===== src/rtl/scan_pkg.sv =====
package scan_pkg;
  localparam int PHASES      = 16;
  localparam int LAMP_LEVEL  = 8;

  // number of lit sixteenths per brightness code
  function automatic logic [4:0] lit_phases(input logic [2:0] code);
    case (code)
      3'd0:    lit_phases = 5'd15;
      3'd1:    lit_phases = 5'd8;
      3'd2:    lit_phases = 5'd6;
      3'd3:    lit_phases = 5'd4;
      3'd4:    lit_phases = 5'd3;
      3'd5:    lit_phases = 5'd2;
      3'd6:    lit_phases = 5'd1;
      default: lit_phases = 5'd0;
    endcase
  endfunction
endpackage


===== src/rtl/mux_tick_gen.sv =====
module mux_tick_gen #(
  parameter int INT_DIV = 4
) (
  input  logic clk,
  input  logic rst_n,
  input  logic run,
  input  logic clk_sel,
  input  logic ext_tick,
  output logic mux_tick
);
  localparam int DIV_W = (INT_DIV > 1) ? $clog2(INT_DIV) : 1;
  localparam logic [DIV_W-1:0] DIV_LAST = DIV_W'(INT_DIV - 1);

  logic [DIV_W-1:0] div_cnt;
  logic             int_tick;

  assign int_tick = run && (div_cnt == DIV_LAST);
  assign mux_tick = run && (clk_sel ? int_tick : ext_tick);

  always_ff @(posedge clk or negedge rst_n) begin
    if (!rst_n)                div_cnt <= '0;
    else if (run) begin
      if (div_cnt == DIV_LAST) div_cnt <= '0;
      else                     div_cnt <= div_cnt + 1'b1;
    end
  end


  frozen_no_tick_chk: assert property (@(posedge clk) disable iff (!rst_n)
    !run |-> !mux_tick);

  frozen_div_chk: assert property (@(posedge clk) disable iff (!rst_n)
    !run |=> $stable(div_cnt));

  ext_idle_chk: assert property (@(posedge clk) disable iff (!rst_n)
    (!clk_sel && !ext_tick) |-> !mux_tick);
endmodule


===== src/rtl/scan_counter.sv =====
module scan_counter #(
  parameter int ROWS     = 5,
  parameter int SLOT_LEN = 64,
  parameter int SLOT_W   = $clog2(SLOT_LEN),
  parameter int ROW_W    = $clog2(ROWS)
) (
  input  logic              clk,
  input  logic              rst_n,
  input  logic              step,
  output logic [SLOT_W-1:0] slot_cnt,
  output logic [ROW_W-1:0]  row_idx,
  output logic              slot_wrap
);
  localparam logic [SLOT_W-1:0] SLOT_LAST = SLOT_W'(SLOT_LEN - 1);
  localparam logic [ROW_W-1:0]  ROW_LAST  = ROW_W'(ROWS - 1);

  assign slot_wrap = step && (slot_cnt == SLOT_LAST);

  always_ff @(posedge clk or negedge rst_n) begin
    if (!rst_n) begin
      slot_cnt <= '0;
      row_idx  <= '0;
    end else if (step) begin
      slot_cnt <= slot_cnt + 1'b1;
      if (slot_wrap) begin
        slot_cnt <= '0;
        row_idx  <= (row_idx == ROW_LAST) ? '0 : row_idx + 1'b1;
      end
    end
  end


  slot_advance_chk: assert property (@(posedge clk) disable iff (!rst_n)
    (step && slot_cnt != SLOT_LAST) |=> (slot_cnt == $past(slot_cnt) + 1'b1) && $stable(row_idx));

  row_wrap_chk: assert property (@(posedge clk) disable iff (!rst_n)
    (step && slot_cnt == SLOT_LAST && row_idx == ROW_LAST) |=> (slot_cnt == '0) && (row_idx == '0));

  hold_chk: assert property (@(posedge clk) disable iff (!rst_n)
    !step |=> $stable(slot_cnt) && $stable(row_idx));

  row_range_chk: assert property (@(posedge clk) disable iff (!rst_n)
    row_idx <= ROW_LAST);
endmodule


===== src/rtl/strobe_gate.sv =====
module strobe_gate
  import scan_pkg::*;
#(
  parameter int ROWS   = 5,
  parameter int COLS   = 5,
  parameter int CHARS  = 10,
  parameter int SLOT_W = 6,
  parameter int ROW_W  = 3
) (
  input  logic                   clk,
  input  logic                   rst_n,
  input  logic [SLOT_W-1:0]      slot_cnt,
  input  logic [ROW_W-1:0]       row_idx,
  input  logic [2:0]             brt_code,
  input  logic                   lamp_test,
  input  logic                   power_down,
  input  logic                   blank,
  input  logic [CHARS*COLS-1:0]  ram_rd_data,
  output logic [ROWS-1:0]        row_en,
  output logic [CHARS*COLS-1:0]  col_out
);
  localparam int PH_W = $clog2(PHASES);

  logic [PH_W-1:0] phase;
  logic [4:0]      level;
  logic            dark;
  logic            strobe_on;

  assign phase     = slot_cnt[SLOT_W-1 -: PH_W];
  assign level     = lamp_test ? 5'(LAMP_LEVEL) : lit_phases(brt_code);
  assign dark      = blank || power_down;
  assign strobe_on = !dark && ({1'b0, phase} < level);

  for (genvar r = 0; r < ROWS; r++) begin : g_row
    assign row_en[r] = strobe_on && (row_idx == ROW_W'(r));
  end

  for (genvar c = 0; c < CHARS; c++) begin : g_char
    assign col_out[c*COLS +: COLS] =
      !strobe_on ? '0 : (lamp_test ? {COLS{1'b1}} : ram_rd_data[c*COLS +: COLS]);
  end


  row_onehot_chk: assert property (@(posedge clk) disable iff (!rst_n)
    $onehot0(row_en));

  cols_need_row_chk: assert property (@(posedge clk) disable iff (!rst_n)
    (row_en == '0) |-> (col_out == '0));

  dark_outputs_chk: assert property (@(posedge clk) disable iff (!rst_n)
    dark |-> (row_en == '0) && (col_out == '0));

  lamp_all_on_chk: assert property (@(posedge clk) disable iff (!rst_n)
    (lamp_test && row_en != '0) |-> (&col_out));
endmodule


===== src/rtl/dot_scanner.sv =====
module dot_scanner #(
  parameter int ROWS     = 5,
  parameter int COLS     = 5,
  parameter int CHARS    = 10,
  parameter int SLOT_LEN = 64,
  parameter int INT_DIV  = 4
) (
  input  logic                      clk,
  input  logic                      rst_n,
  input  logic                      clk_sel,
  input  logic                      ext_tick,
  input  logic [2:0]                brt_code,
  input  logic                      lamp_test,
  input  logic                      power_down,
  input  logic                      blank,
  output logic [$clog2(ROWS)-1:0]   ram_rd_row,
  input  logic [CHARS*COLS-1:0]     ram_rd_data,
  output logic [ROWS-1:0]           row_en,
  output logic [CHARS*COLS-1:0]     col_out
);
  localparam int SLOT_W = $clog2(SLOT_LEN);
  localparam int ROW_W  = $clog2(ROWS);

  logic              mux_tick;
  logic              slot_wrap;
  logic [SLOT_W-1:0] slot_cnt;
  logic [ROW_W-1:0]  row_idx;

  mux_tick_gen #(.INT_DIV(INT_DIV)) u_tick (
    .clk      (clk),
    .rst_n    (rst_n),
    .run      (!power_down),
    .clk_sel  (clk_sel),
    .ext_tick (ext_tick),
    .mux_tick (mux_tick)
  );

  scan_counter #(.ROWS(ROWS), .SLOT_LEN(SLOT_LEN), .SLOT_W(SLOT_W), .ROW_W(ROW_W)) u_cnt (
    .clk       (clk),
    .rst_n     (rst_n),
    .step      (mux_tick),
    .slot_cnt  (slot_cnt),
    .row_idx   (row_idx),
    .slot_wrap (slot_wrap)
  );

  strobe_gate #(.ROWS(ROWS), .COLS(COLS), .CHARS(CHARS), .SLOT_W(SLOT_W), .ROW_W(ROW_W)) u_gate (
    .clk         (clk),
    .rst_n       (rst_n),
    .slot_cnt    (slot_cnt),
    .row_idx     (row_idx),
    .brt_code    (brt_code),
    .lamp_test   (lamp_test),
    .power_down  (power_down),
    .blank       (blank),
    .ram_rd_data (ram_rd_data),
    .row_en      (row_en),
    .col_out     (col_out)
  );

  assign ram_rd_row = row_idx;


  row_step_on_wrap_chk: assert property (@(posedge clk) disable iff (!rst_n)
    !slot_wrap |=> $stable(ram_rd_row));

  pd_holds_row_chk: assert property (@(posedge clk) disable iff (!rst_n)
    power_down |=> $stable(ram_rd_row));
endmodule


===== config.mk =====
export PLATFORM = sky130hd
export DESIGN_NAME = dot_scanner
export DESIGN_NICKNAME = d
export VERILOG_FILES = /design/src/rtl/scan_pkg.sv /design/src/rtl/mux_tick_gen.sv /design/src/rtl/scan_counter.sv /design/src/rtl/strobe_gate.sv /design/src/rtl/dot_scanner.sv
export SDC_FILE = /design/constraint.sdc
export NUM_CORES = 1
export LEC_CHECK = 0
export BUFFER_PORTS_ARGS = -buffer_cell sky130_fd_sc_hd__buf_2
export CAP_MARGIN = 20
export CORE_MARGIN = 2
export CORE_UTILIZATION = 38
export CTS_CLUSTER_SIZE = 8
export DETAILED_ROUTE_END_ITERATION = 12
export PLACE_DENSITY = 0.81
export SLEW_MARGIN = 20
export SYNTH_ARGS = -nofsm -noshare
export SYNTH_HDL_FRONTEND = slang
export SYNTH_SLANG_ARGS = --single-unit

===== constraint.sdc =====
create_clock -name clk -period 1.9 [get_ports clk]
set_clock_uncertainty 0.1 [all_clocks]
set_input_delay 0.095 -clock clk [delete_from_list [all_inputs] [get_ports clk]]
set_output_delay 0.095 -clock clk [all_outputs]
set_load 0.01 [all_outputs]

# Word level (Yosys, flattened, before mapping)

Cells that the tools add are included.

Register bits after elaboration: 11
Input bits: 60
Output and inout port bits: 58
Word-level logic and storage cells: 60

$add $sub $neg: 3
Magnitude comparators: 1
Equal/unequal tests: 12
Multiplexer cells: 26
Reductions and logical operators: 15

Operators with widths:

| operator              | number |
|---|---|
| $mux W5               | 20 |
| $pmux W4 S7           | 1 |
| $eq A3 B2 Y1 const B  | 4 |
| $eq A3 B3 Y1 const B  | 4 |
| $logic_and A1 B1 Y1   | 9 |
| $add A6 B1 Y6 const B | 1 |
| $eq A3 B1 Y1 const B  | 2 |
| $eq A6 B6 Y1 const B  | 1 |
| $logic_not A3 Y1      | 2 |
| $mux W6               | 1 |
| $lt A4 B5 Y1          | 1 |
| $mux W4               | 1 |
| $add A3 B1 Y3 const B | 1 |
| $mux W3               | 1 |
| $add A2 B1 Y2 const B | 1 |
| $eq A2 B2 Y1 const B  | 1 |
| $logic_not A1 Y1      | 2 |
| $mux W2               | 1 |
| $reduce_and A2 Y1     | 1 |
| $logic_or A1 B1 Y1    | 1 |
| $mux W1               | 1 |

# Longest topological paths before layout

Depth after elaboration: 6
Mapped depth: 9
Mapped depth without buffers: 6

# Hierarchy

A second synthesis with hierarchy kept.

Cell total of the unflattened synthesis: 191
Area total of the unflattened synthesis: 1559.0 sq um

By module, submodules not included:

| module       | times used | cells an instance | area an instance (sq um) |
|---|---|---|---|
| strobe_gate  | 1          | 144               | 1012.2 |
| scan_counter | 1          | 38                | 432.9 |
| mux_tick_gen | 1          | 8                 | 110.1 |
| dot_scanner  | 1          | 1                 | 3.8 |

# Worst setup path after synthesis

OpenSTA, ideal clock, no wires.

Path type: input to output
From: in lamp_test
To: out row_en[3]
Arrival: 1.716 ns
Slack: -0.011 ns
Cell stages on the path: 9
Buffers on the path: 3
Cell sequence: buf_2 -> clkbuf_1 -> nor2_1 -> o21ai_0 -> ha_1 -> a21oi_1 -> o21ai_1 -> buf_2 -> nor3b_1

Cells in the longest elaborated chain, start to end: 4

Ends and longest elaborated chain:

| element             | RTL line          | text |
|---|---|---|
| start, declared     | dot_scanner.sv:13 | `input logic lamp_test,` |
| $mux W4             | strobe_gate.sv:30 | `assign level = lamp_test ? 5'(LAMP_LEVEL) : lit_phases(brt_code);` |
| $lt A4 B5 Y1        | strobe_gate.sv:32 | `assign strobe_on = !dark && ({1'b0, phase} < level);` |
| $logic_and A1 B1 Y1 | strobe_gate.sv:32 |  |
| $logic_and A1 B1 Y1 | strobe_gate.sv:35 | `assign row_en[r] = strobe_on && (row_idx == ROW_W'(r));` |
| end, declared       | dot_scanner.sv:18 | `output logic [ROWS-1:0] row_en,` |

No other way between the ends.

# Worst setup path in the final report

From: reg u_cnt.slot_cnt[4]
To: out col_out[8]

Cells in the longest elaborated chain, start to end: 3

Ends and longest elaborated chain:

| element                | RTL line           | text |
|---|---|---|
| start, declared        | scan_counter.sv:10 | `output logic [SLOT_W-1:0] slot_cnt,` |
| start signal, assigned | scan_counter.sv:24 | `slot_cnt <= slot_cnt + 1'b1;` |
| $lt A4 B5 Y1           | strobe_gate.sv:32  |  |
| $logic_and A1 B1 Y1    | strobe_gate.sv:32  |  |
| $mux W5                | strobe_gate.sv:40  | `!strobe_on ? '0 : (lamp_test ? {COLS{1'b1}} : ram_rd_data[c*COLS +: COLS]);` |
| end, declared          | dot_scanner.sv:19  | `output logic [CHARS*COLS-1:0] col_out` |

No other way between the ends.

==> flow_summary.ini <==
[power]
ir_drop_uv = 560
power_density_nw_per_um2 = 764
p_leak_nw = 1.21

[sta]
maxSlewViolCount = 0
rsz0062_at_grt = yes
timing.final.ws_setup_ns = -0.124
setup_tns_ns = -3.48
max_freq_mhz = 494
setup_viol_count_final = 53
worstMarginPinSlew_ns = 0.457
relSlewSlack = 0.695
hold_viol = 0
finalCritPeriodShare = 1.07
min_period_ns = 2.02
whs_ns = 0.113

[finish]
fin_cells = 368
diodes = 0
final_area_um2 = 2390
drive_gt1_frac = 0.568
finalNetCount = 393
syn2layout_area_growth_pct = 81.7
fillers = 275

[global_route]
track_usage = 0.242
grt_pass1_wl_um = 7910
first_global_vias = 1711
grt_max_degree = 51
grt_overflow_total = 0
antenna_found_initial = 0

[route]
avgRoutedWirePerCell_um = 13.6
antenna_left = 0
drtIter0Drc = 134
met1_length_um = 2050
viasPerCell = 5.08
wl_met3_um = 313
route.detailed.drc = 0
wl_um = 5020
top_layer = met4
drt_pass1_iterations = 4
vias = 1869
route.met2.wl_um = 2550

[place]
dpl.hpwl_um = 3400
gp_congestion = 0.773
port_buffers = 117
place_area_um2 = 2000
dp_cells = 354

[critical_path]
crit_type = flop to output pin
worstPathMaxFanout = 23
worst_r2r_endpoint = u_cnt.row_idx[0]
crit_arrival_ns = 1.83
cp-end-kind = output pin
worstPathRequired_ns = 1.70
r2r.worst_path.cells = 4
endpoint = col_out[8]
cp-startpoint = u_cnt.slot_cnt[4]
startpoint_type = flop
r2r_start = u_tick.div_cnt[0]
r2r_slack_ns = 0.16

[status]
violations = setup timing
status = finished, violations left

[clock_tree]
clk_latency_ns = 0.27
clockBufferDepth = 2
cts_made_buffers = 3
cts.sinks = 11
cts-root-buf = clkbuf_4
htreeDepth = 1
path_clk_slew_ns = 0.07
cts_tree = done

[die]
die_w_um = 62.8
fp-row-count = 21
die_y_um = 62.8
core-area_um2 = 3340
die_area_um2 = 3940
start_util = 0.394
boundaryPins = 118

[synthesis]
ys_seq_area_frac = 0.210
synth.ff_latch_count = 11
synth.distinct_cells = 28
syn-instance-count = 197
yosys_warnings = 0
syn-num-nets = 267
syn_avg_cell_area_um2 = 6.67
syn_area_um2 = 1310

[worst_hold_path]
hold_path.class = input port to asynchronous set/reset pin

[run]
max-cap-violations = 0
-- area by class of cell --
type / instances / area, µm² / area share
inverter: 6 / 22.5 / 0.00943
multi-input combinational: 163 / 1180 / 0.493
tap: 46 / 57.6 / 0.0241
timing repair buffer: 138 / 828 / 0.347
sequential: 11 / 275 / 0.115
clock buffer: 4 / 26.3 / 0.0110
-- worst min path at each step --
stage	start	endpoint	slack, ns	cells past startpoint
final	rst_n	u_tick.div_cnt[0]	0.11	2
after global routing	rst_n	u_cnt.slot_cnt[1]	0.12	2
after CTS	rst_n	u_tick.div_cnt[0]	0.12	2
after detailed placement	rst_n	u_tick.div_cnt[0]	-0.12	1
after global placement	rst_n	u_tick.div_cnt[0]	-0.13	1
after floorplan	rst_n	u_cnt.row_idx[0]	-0.30	0
-- cells by family (layout without fill, tap and decap cells) --
kind of cell             count (synthesis)  in the layout  share of synthesized area
adder cells (fa/ha/maj)                 10             10                     0.0952
AO/OA/AOI/OAI                           16             17                     0.0800
flip-flops                              11             11                      0.210
buffers and inverters                   24            148                     0.0819
AND/OR/NAND/NOR                        128            128                      0.461
multiplexers                             6              6                     0.0590
XOR/XNOR                                 2              2                     0.0133
-- through the flow --
stage / power (mW) / util / setup WS, ns
after CTS: 1.67 / 0.656 / -0.0972
after detailed placement: 1.36 / 0.599 / 0.0000537
after global routing: 1.97 / 0.715 / -0.175
final: 1.82 / 0.715 / -0.124
after global placement: 1.33 / 0.599 / 0.0255
after floorplan: 0.951 / - / 0.0426
-- routing by layer --
layer | vias up | track usage
li1 | 940 | -
met1 | 844 | 0.280
met2 | 71 | 0.425
met3 | 14 | 0.0739
met4 | 0 | 0.0750
met5 | - | 0
-- power breakdown --
group	total, mW	internal [mW]	switching [mW]
Combinational	1.28	0.621	0.660
Clock	0.158	0.0814	0.0766
Sequential	0.384	0.309	0.0755
-- placed cells by master (no fill, tap or decap), types with 3 or more instances in the layout --
| cell type | n |
|---|---|
| nor2_1 | 54 |
| nor3_2 | 20 |
| buf_4 | 12 |
| a21oi_1 | 3 |
| mux2_2 | 4 |
| inv_1 | 5 |
| nor4b_2 | 3 |
| nor3_1 | 32 |
| nand3_1 | 5 |
| nand2_1 | 4 |
| ha_1 | 7 |
| dfrtp_1 | 11 |
| buf_2 | 117 |
| buf_12 | 4 |
| ha_4 | 3 |
| clkbuf_4 | 3 |
| o21ai_0 | 4 |
| nor3_4 | 3 |
-- synth_stat cells, drive strengths merged --
cell	number	area share
nor2	54	0.15
ha	10	0.095
nor4	1	0.016
nor3	55	0.21
o21ai	5	0.019
dfrtp	11	0.21
a311o	1	0.0086
mux2i	2	0.025
mux2	4	0.034
inv	6	0.017
a21o	1	0.0057
o41ai	2	0.013
o211ai	2	0.011
xor2	2	0.013
or4	1	0.0057
nor3b	2	0.011
clkbuf	6	0.017
and3	1	0.0048
nand2	4	0.011
nand2b	1	0.0048
a21oi	5	0.022
buf	12	0.048
nor4b	3	0.020
nand3	6	0.023
-- registers in the layout, indices dropped and copies added (netlist names) --
name and count:
u_cnt.slot_cnt 6, u_cnt.row_idx 3, u_tick.div_cnt 2
-- critical path: stages, from the launching register on --
cell and delay, ns:
dfrtp_1 0.42, ha_4 0.25, a21oi_4 0.18, o21ai_4 0.13, buf_12 0.19, nor3_1 0.22, buf_2 0.17
-- what timing repair did --
action,CTS,global route
endpoints found under the setup margin,54,55
hold endpoints to repair,11,0
setup buffers,1,4
hold buffers,1,0
pin swaps,3,5
cloned,3,1
gates resized for setup,25,26
Power figures use the tool's default switching activity.
